**src/rtl/cdet_pkg.sv**
```systemverilog
package cdet_pkg;

    localparam int DW = 8;

    // register selector codes seen on reg_sel
    typedef enum logic [1:0] {
        SEL_CTRL   = 2'd0,
        SEL_INTCFG = 2'd1,
        SEL_STAT   = 2'd2,
        SEL_GCTL   = 2'd3
    } reg_sel_e;

    // bit positions inside the registers
    localparam int POS_VS_HI   = 7;
    localparam int POS_VS_LO   = 6;
    localparam int POS_SWTRIG  = 5;
    localparam int POS_RESUME  = 4;
    localparam int POS_RMRST   = 1;
    localparam int POS_CDEN    = 3;
    localparam int POS_CDCHG   = 3;
    localparam int POS_SWCLR   = 2;

    typedef struct packed {
        logic resume_en;
        logic rm_rst_en;
        logic cd_en;
        logic swclr_opt;
    } cfg_t;

    typedef struct packed {
        logic change;
        logic removal;
    } cd_evt_t;

    typedef struct packed {
        logic          wr;
        reg_sel_e      sel;
        logic [DW-1:0] data;
    } bus_wr_t;

    function automatic logic [DW-1:0] place_bit(input int pos, input logic v);
        logic [DW-1:0] r;
        r      = '0;
        r[pos] = v;
        return r;
    endfunction

    function automatic logic hits(input bus_wr_t w, input reg_sel_e s, input int pos);
        return w.wr && (w.sel == s) && w.data[pos];
    endfunction

endpackage

```
**src/rtl/cdet_sampler.sv**
```systemverilog
module cdet_sampler
    import cdet_pkg::*;
#(
    parameter int NUM_CD = 2
) (
    input  logic              clk,
    input  logic              any_rst,
    input  logic [NUM_CD-1:0] cd_n,
    output cd_evt_t           evt
);

    logic [NUM_CD-1:0] cur_q;
    logic [NUM_CD-1:0] prev_q;

    for (genvar i = 0; i < NUM_CD; i++) begin : g_pin
        always_ff @(posedge clk) begin
            if (any_rst) begin
                cur_q[i]  <= cd_n[i];
                prev_q[i] <= cd_n[i];
            end else begin
                cur_q[i]  <= cd_n[i];
                prev_q[i] <= cur_q[i];
            end
        end
    end

    logic present_now;
    logic present_before;

    always_comb begin
        present_now    = ~|cur_q;
        present_before = ~|prev_q;
        evt.change     = |(cur_q ^ prev_q);
        evt.removal    = present_before & ~present_now;
    end

endmodule

```
**src/rtl/cdet_regs.sv**
```systemverilog
module cdet_regs
    import cdet_pkg::*;
(
    input  logic    clk,
    input  logic    glb_rst,
    input  logic    bus_rst,
    input  logic    pme_en,
    input  bus_wr_t wr,
    output cfg_t    cfg,
    output logic    sw_fire
);

    logic keep_wake;
    assign keep_wake = bus_rst & pme_en & ~glb_rst;

    always_ff @(posedge clk) begin
        if (glb_rst || bus_rst) begin
            cfg.rm_rst_en <= 1'b0;
            cfg.cd_en     <= 1'b0;
            cfg.swclr_opt <= 1'b0;
            if (!keep_wake) begin
                cfg.resume_en <= 1'b0;
            end
        end else if (wr.wr) begin
            case (wr.sel)
                SEL_CTRL: begin
                    cfg.resume_en <= wr.data[POS_RESUME];
                    cfg.rm_rst_en <= wr.data[POS_RMRST];
                end
                SEL_INTCFG: cfg.cd_en     <= wr.data[POS_CDEN];
                SEL_GCTL:   cfg.swclr_opt <= wr.data[POS_SWCLR];
                default: ;
            endcase
        end
    end

    // software trigger only counts while the detect enable is on
    assign sw_fire = hits(wr, SEL_CTRL, POS_SWTRIG) & cfg.cd_en;

endmodule

```
**src/rtl/cdet_event.sv**
```systemverilog
module cdet_event
    import cdet_pkg::*;
(
    input  logic    clk,
    input  logic    glb_rst,
    input  logic    bus_rst,
    input  logic    pme_en,
    input  bus_wr_t wr,
    input  cfg_t    cfg,
    input  cd_evt_t evt,
    input  logic    sw_fire,
    output logic    flag,
    output logic    wake,
    output logic    rst_pulse
);

    logic sw_pend;
    logic keep_wake;
    logic clr_req;
    logic sw_eff;
    logic flag_set;
    logic wake_set;

    always_comb begin
        keep_wake = bus_rst & pme_en & ~glb_rst;
        clr_req   = hits(wr, SEL_STAT, POS_CDCHG);
        sw_eff    = sw_pend & ~(cfg.swclr_opt & clr_req);
        flag_set  = evt.change | sw_eff;
        wake_set  = cfg.resume_en & evt.change;
    end

    always_ff @(posedge clk) begin
        if (glb_rst || bus_rst) begin
            sw_pend   <= 1'b0;
            rst_pulse <= 1'b0;
            if (!keep_wake) begin
                flag <= 1'b0;
                wake <= 1'b0;
            end
        end else begin
            sw_pend   <= sw_fire;
            rst_pulse <= evt.removal & cfg.rm_rst_en;
            flag      <= flag_set | (flag & ~clr_req);
            wake      <= wake_set | (wake & ~(clr_req & ~flag_set));
        end
    end

endmodule

```
**src/rtl/cdet_ctl_top.sv**
```systemverilog
module cdet_ctl_top
    import cdet_pkg::*;
#(
    parameter int NUM_CD = 2
) (
    input  logic              clk,
    input  logic              glb_rst,
    input  logic              bus_rst,
    input  logic              pme_en,
    input  logic              wr_en,
    input  logic [1:0]        reg_sel,
    input  logic [7:0]        wdata,
    output logic [7:0]        rdata,
    input  logic [NUM_CD-1:0] cd_n,
    input  logic [1:0]        vsense,
    output logic              csc_irq,
    output logic              wake_n,
    output logic              regs_rst_pulse
);

    bus_wr_t bw;
    cfg_t    cfg;
    cd_evt_t evt;
    logic    sw_fire;
    logic    cd_flag;
    logic    wake_q;
    logic    cd_en_w;
    logic    rm_en_w;

    always_comb begin
        bw.wr   = wr_en;
        bw.sel  = reg_sel_e'(reg_sel);
        bw.data = wdata;
    end

    cdet_sampler #(.NUM_CD(NUM_CD)) u_samp (
        .clk     (clk),
        .any_rst (glb_rst | bus_rst),
        .cd_n    (cd_n),
        .evt     (evt)
    );

    cdet_regs u_regs (
        .clk     (clk),
        .glb_rst (glb_rst),
        .bus_rst (bus_rst),
        .pme_en  (pme_en),
        .wr      (bw),
        .cfg     (cfg),
        .sw_fire (sw_fire)
    );

    cdet_event u_evt (
        .clk       (clk),
        .glb_rst   (glb_rst),
        .bus_rst   (bus_rst),
        .pme_en    (pme_en),
        .wr        (bw),
        .cfg       (cfg),
        .evt       (evt),
        .sw_fire   (sw_fire),
        .flag      (cd_flag),
        .wake      (wake_q),
        .rst_pulse (regs_rst_pulse)
    );

    always_comb begin
        case (bw.sel)
            SEL_CTRL:   rdata = place_bit(POS_VS_HI, vsense[1])
                              | place_bit(POS_VS_LO, vsense[0])
                              | place_bit(POS_RESUME, cfg.resume_en)
                              | place_bit(POS_RMRST, cfg.rm_rst_en);
            SEL_INTCFG: rdata = place_bit(POS_CDEN, cfg.cd_en);
            SEL_STAT:   rdata = place_bit(POS_CDCHG, cd_flag);
            default:    rdata = place_bit(POS_SWCLR, cfg.swclr_opt);
        endcase
    end

    assign csc_irq = cd_flag & cfg.cd_en;
    assign wake_n  = ~wake_q;
    assign cd_en_w = cfg.cd_en;
    assign rm_en_w = cfg.rm_rst_en;

endmodule

```
**config.mk**
```make
export PLATFORM = sky130hd
export DESIGN_NAME = cdet_ctl_top
export DESIGN_NICKNAME = d
export VERILOG_FILES = /design/src/rtl/cdet_pkg.sv /design/src/rtl/cdet_sampler.sv /design/src/rtl/cdet_regs.sv /design/src/rtl/cdet_event.sv /design/src/rtl/cdet_ctl_top.sv
export SDC_FILE = /design/constraint.sdc
export NUM_CORES = 1
export LEC_CHECK = 0
export BUFFER_PORTS_ARGS = -buffer_cell sky130_fd_sc_hd__buf_2
export CAP_MARGIN = 10
export CORE_UTILIZATION = 42
export DETAILED_ROUTE_END_ITERATION = 8
export PLACE_DENSITY = 0.84
export SLEW_MARGIN = 20
export SYNTH_ARGS = -nofsm -noshare
export SYNTH_HDL_FRONTEND = slang
export SYNTH_SLANG_ARGS = --single-unit
```
**constraint.sdc**
```tcl
create_clock -name clk -period 1.4 [get_ports clk]
set_input_delay 0.14 -clock clk [delete_from_list [all_inputs] [get_ports clk]]
set_output_delay 0.14 -clock clk [all_outputs]
set_load 0.01 [all_outputs]
```
# [Yosys cells after proc, flatten, opt, wreduce, memory -nomap -nowiden]
# Index checks and enable logic that the tools add are counted.
[totals] ff_bits=12 in_bits=19 out_inout_bits=11 elab_cells=69
[classes] n_eq_ne=4 mux=11 n_bitwise=26 n_reduce_logical=16
[ops] cell="one-hot mux 8 bit (3 select lines)" count=1
[ops] cell="AND 1 bit" count=12
[ops] cell="two-way mux 4 bit" count=2
[ops] cell="OR 8 x 2 -> 8 bit" count=1
[ops] cell="OR 8 x 5 -> 8 bit" count=1
[ops] cell="OR 8 x 7 -> 8 bit" count=1
[ops] cell="two-way mux 1 bit" count=7
[ops] cell="inverter 1 bit" count=6
[ops] cell="AND reduction 2 bit" count=3
[ops] cell="OR reduction 2 bit" count=3
[ops] cell="== test 2 bit (second input constant)" count=2
[ops] cell="logical AND 1 bit" count=4
[ops] cell="OR 1 bit" count=4
[ops] cell="nonzero test 2 bit" count=2
[ops] cell="AND reduction 3 bit" count=1
[ops] cell="== test 2 x 1 -> 1 bit (second input constant)" count=1
[ops] cell="zero test 2 bit" count=1
[ops] cell="two-way mux 2 bit" count=1
[ops] cell="inequality test 2 bit (second input constant)" count=1
[ops] cell="XOR 2 bit" count=1
[ops] cell="zero test 1 bit" count=1
[ops] cell="logical OR 1 bit" count=1

# [Longest topological paths before layout]
[depth] word_depth=13 ltp_mapped=3 mapped_depth_nobuf=3

# [By module]
# A second synthesis with hierarchy kept.
[hier_totals] cells_unflattened=66 hier_area_um2=671.9
[by_module_without_submodules] module="cdet_regs" instances=1 cells_each=24 area_per_inst_um2=251.5 seq_area_each_um2=90.1
[by_module_without_submodules] module="cdet_event" instances=1 cells_each=16 area_per_inst_um2=197.7 seq_area_each_um2=100.1
[by_module_without_submodules] module="cdet_sampler" instances=1 cells_each=11 area_per_inst_um2=132.6 seq_area_each_um2=80.1
[by_module_without_submodules] module="cdet_ctl_top" instances=1 cells_each=15 area_per_inst_um2=90.1 seq_area_each_um2=0.0

# [Worst setup path before layout]
# OpenSTA, ideal clock, no wires.
[synth_path] kind="reg-to-reg" start="register u_samp.prev_q[0]" end="register u_evt.wake, data pin" setup_time_ns=0.268 t_arrival_ns=0.911 required_ns=1.132 setup_slack_ns=0.221 path_stages_with_launch=4 path_buffers=0 synth_period_minus_slack_ns=1.179 path_cell_list="dfxtp_1 -> xor2_1 -> o41ai_1 -> a21oi_1"
[synth_via] elab_chain_cells=9 elab_cells_between_ends=10 cone_classes="mux: 1; bitwise: 8; reduce/logical: 1"
[synth_lines] element="start, declared" line_no="cdet_sampler.sv:13" source="logic [NUM_CD-1:0] prev_q;"
[synth_lines] element="start signal, assigned by index" line_no="cdet_sampler.sv:19" source="prev_q[i] <= cd_n[i];"
[synth_lines] element="start signal, assigned by index" line_no="cdet_sampler.sv:22" source="prev_q[i] <= cur_q[i];"
[synth_lines] element="XOR 2 bit *" line_no="cdet_sampler.sv:33" source="evt.change = |(cur_q ^ prev_q);"
[synth_lines] element="OR reduction 2 bit *" line_no="cdet_sampler.sv:33"
[synth_lines] element="OR 1 bit" line_no="cdet_event.sv:28" source="flag_set = evt.change | sw_eff;"
[synth_lines] element="inverter 1 bit" line_no="cdet_event.sv:44" source="wake <= wake_set | (wake & ~(clr_req & ~flag_set));"
[synth_lines] element="AND 1 bit" line_no="cdet_event.sv:44"
[synth_lines] element="inverter 1 bit" line_no="cdet_event.sv:44"
[synth_lines] element="AND 1 bit" line_no="cdet_event.sv:44"
[synth_lines] element="OR 1 bit *" line_no="cdet_event.sv:44"
[synth_lines] element="two-way mux 1 bit *" line_no="cdet_event.sv:33" source="if (glb_rst || bus_rst) begin"
[synth_lines] element="end signal, assigned" line_no="cdet_event.sv:44"
[synth_lines] element="end, declared" line_no="cdet_event.sv:13" source="output logic wake,"
# Mark *: on every way between the ends. The rest lies on a longest branch, timed or not.
# A chain may end at the register's enable or synchronous reset.

# [Worst setup path in the final report]
# Same ends and word-level chain as after synthesis.

==> summary.md <==
| Metric | Value |
|---|---|
| Pin count of the biggest net entering global routing | `10` |
| PortBufs | `24` |
| TritonCTS sink count | `12` |
| Adder-cell share of the synthesized area | `0%` |
| Synth Area in XOR/XNOR | `3.00%` |
| Simple-Gate Fraction of Synth Area | `between 20 and 30%` |
| Resized Gates After CTS | `0` |
| CTS Root Cell | `clkbuf_4` |
| Clk_skew | `0.00721 ns` |
| Fillers | `119` |
| Worst reg2reg startpoint | `u_samp.prev_q[0]` |
| Mux cell area share after synthesis | `9.01%` |
| Mapped cell area | `583 um2` |
| WL/cell | `11.4 um` |
| Vias per cell | `4.97` |
| GP Congestion | `around 0.73` |
| Commonest non-fill, non-tap cell in the layout | `buf_2` |
| Synth Warn # | `0` |
| Die area | `1540 um2` |
| Post-route minimum period | `1.30 ns` |
| Sequential area share after synthesis | `46.4%` |
| Peak VDD IR | `0.000565 V` |
| Critical Path Start Type | `register` |
| Hold EP | `u_regs.cfg[2]` |
| WHS Path Cells | `3` |
| Max Cap Viol | `0` |
| Clock Tree Buf Depth | `2` |
| Synth Instances | `between 50 and 60` |
| Postcts setup bufs | `0` |
| Clk_lat worst skew | `0.27 ns` |
| R2r setup slk | `0.1 ns` |
| Arrival time worst endpoint | `1.32 ns` |
| Pwr Density | `931 nW/um2` |
| Reg area | `270 um2` |
| DRT iter0 DRCs | `12` |
| Ant diodes | `0` |
| Endpoints failing hold | `0` |
| Final setup fails | `0` |
| Maximum operating frequency | `768 MHz` |
| Worst Path Max Fanout | `4` |
| CTS H-tree lvls | `1` |
| Switching share of power | `about a quarter` |
| P_int | `0.534 mW` |
| Number of global-route vias before repair | `425` |
| Vias | `a little under 500` |
| Status | `complete, no violations` |
| GRT Overall Usage | `17.3%` |
| Most frequent cells in the layout | `24 x buf_2, 9 x dfxtp_1, 5 x nor2_1, 5 x and2_1, 4 x nand3b_1` |
| Largest family of logic cells by synthesized area | `simple AND/OR/NAND/NOR gates` |
| FP Rows | `13` |
| First-pass GRT wire length | `roughly 1.7 mm` |
| Layout cells sized above 1 | `41.2%` |
| Placed inst area | `about 710 um2` |
| Most area-hungry cell type in the Yosys netlist | `dfxtp_1` |
| Clock transition at path regs | `0.07 ns` |
| Crit end category | `register` |
| Die W | `39.3 um` |
| DRT Pass-1 Iters | `4` |
| Setup CP Type | `reg2reg` |
| Starting Density | `44.8%` |
| DRC violations left | `0` |
| CTS buffer count | `3` |
| P_leak | `0.353 nW` |
| Sequential power share | `54.8%` |
| Final worst path period share | `93.0%` |
| Max-slew violations | `0` |
| Total gr overflow | `0` |
| Die H | `39.3 um` |
| Reg2reg end | `u_evt.wake` |
| Worst Path Required | `1.41 ns` |
| Clock share of power | `30.9%` |
| Routed wire length | `1.14 mm` |
| Detail Route Antenna Nets | `0` |
| CTS hold repair buffers | `2` |
| Initial antenna violation count | `0` |
| Hold Path Class | `in2reg` |
| HP Start | `wdata[1]` |
| #FFs+latches synth | `12` |
| RSZ-0062 raised after global routing | `false` |
| DP HPWL | `895 um` |
| Synth Area in Compound Gates | `~7.9%` |
| Area Growth Syn to Fin | `29.2%` |
| Setup_tns | `0 ns` |
| Mean Syn Cell Area | `10.4 um2` |
| R2R cell count | `3` |
| Largest cells by area after synthesis | `dfxtp_1 31%, edfxtp_1 15%, and2_1 5.4%` |
| Cell area after layout | `approximately 750 um2` |
| Final #Nets | `105` |
| Area of the multi-input gates | `287 um2` |
| Yosys top cell area share | `30.9%` |
| Psw | `about 0.17 mW` |
| Comb power frac | `about 14%` |
| Core area | `1300 um2` |
| Synth unique cells | `28` |
| Io pins | `30` |
| TritonCTS clock tree | `yes` |
[synthesized netlist by cell type]
| library cell | number |
|---|---|
| nand3b_1 | 4 |
| xor2_1 | 2 |
| nor3b_1 | 1 |
| and4_2 | 1 |
| nand2_1 | 1 |
| mux2i_1 | 3 |
| or2_2 | 1 |
| a21oi_1 | 1 |
| o41ai_1 | 1 |
| inv_1 | 1 |
| nor3_1 | 1 |
| and2_1 | 5 |
| a2111oi_2 | 1 |
| dfxtp_1 | 9 |
| nor4b_1 | 1 |
| mux2_2 | 2 |
| nor2b_1 | 1 |
| edfxtp_1 | 3 |
| and3_2 | 2 |
| buf_6 | 1 |
| nand3_1 | 1 |
| buf_4 | 2 |
| conb_1 | 1 |
| o21ai_0 | 2 |
| nor4_1 | 1 |
| nand4b_1 | 1 |
| nor2_1 | 5 |
| o21a_1 | 1 |
[metal layers]
layer | GRT usage, % | part of all wire, % | vias to the layer above | routed length [um]
li1 | - | - | 253 | -
met1 | 19.0 | 43 | 219 | 484
met2 | 27.5 | 49 | 21 | 552
met3 | 1.70 | 6.3 | 4 | 71
met4 | 19.0 | 2.4 | 0 | 27
met5 | 0 | 0 | - | 0
[sequential cells by signal, indices dropped and copies added (netlist names)]
signal	cells
u_regs.cfg	4
u_evt.rst_pulse	1
u_evt.flag	1
u_evt.wake	1
u_samp.cur_q	2
u_samp.prev_q	2
u_evt.sw_pend	1
[cell type report]
type,count,share of cell area [%]
Timing Repair Buffer,27,19.6
Tap cell,15,2.49
Inverter,1,0.498
Clock buffer,4,3.49
Sequential cell,12,35.9
Multi-Input combinational cell,41,38.0
[worst max-delay path: stages (launching register included)]
cell     delay [ns]
dfxtp_1        0.32
xor2_1         0.20
o41ai_1        0.41
a21oi_1        0.11
[how the worst max path moves through the flow]
stage                      from    endpoint  slack, ns  depth (start not counted)
3_5_place_dp         reg_sel[0]  u_evt.wake       0.08                          4
4_1_cts        u_samp.prev_q[0]  u_evt.wake       0.09                          3
6_report       u_samp.prev_q[0]  u_evt.wake        0.1                          3
2_1_floorplan  u_samp.prev_q[0]  u_evt.wake       0.22                          3
5_1_grt        u_samp.prev_q[0]  u_evt.wake      0.005                          3
3_3_place_gp         reg_sel[0]  u_evt.flag       0.17                          4
[logic make-up (layout without fill, tap and decap cells)]
kind of cell,Yosys count,after routing
AOI/OAI and AO/OA,6,6
and+or+nand+nor,26,26
muxes,5,5
xor gates and xnor gates,2,2
other,1,2
buffers and inverters,4,32
DFF,12,12
[stage by stage]
stage	hold slack, ns	power, mW	util, %	worst slack [ns]	std cells
global route	0.131	0.731	57.9	0.00513	100
CTS	0.103	0.710	57.9	0.0893	100
detailed placement	0.260	0.489	54.3	0.0758	94
finish	0.110	0.702	57.9	0.0979	100
floorplan	0.168	0.449	-	0.221	57
global placement	0.256	0.483	54.3	0.165	94
[power by group through the flow]
stage / clock (mW) / combinational [mW] / sequential, mW
floorplan: 0 / 0.0606 / 0.389
finish: 0.217 / 0.0999 / 0.385
CTS: 0.225 / 0.100 / 0.385
global placement: 0 / 0.0912 / 0.391
detailed placement: 0 / 0.0958 / 0.393
global route: 0.230 / 0.113 / 0.388
(Power assumes the default switching activity.)
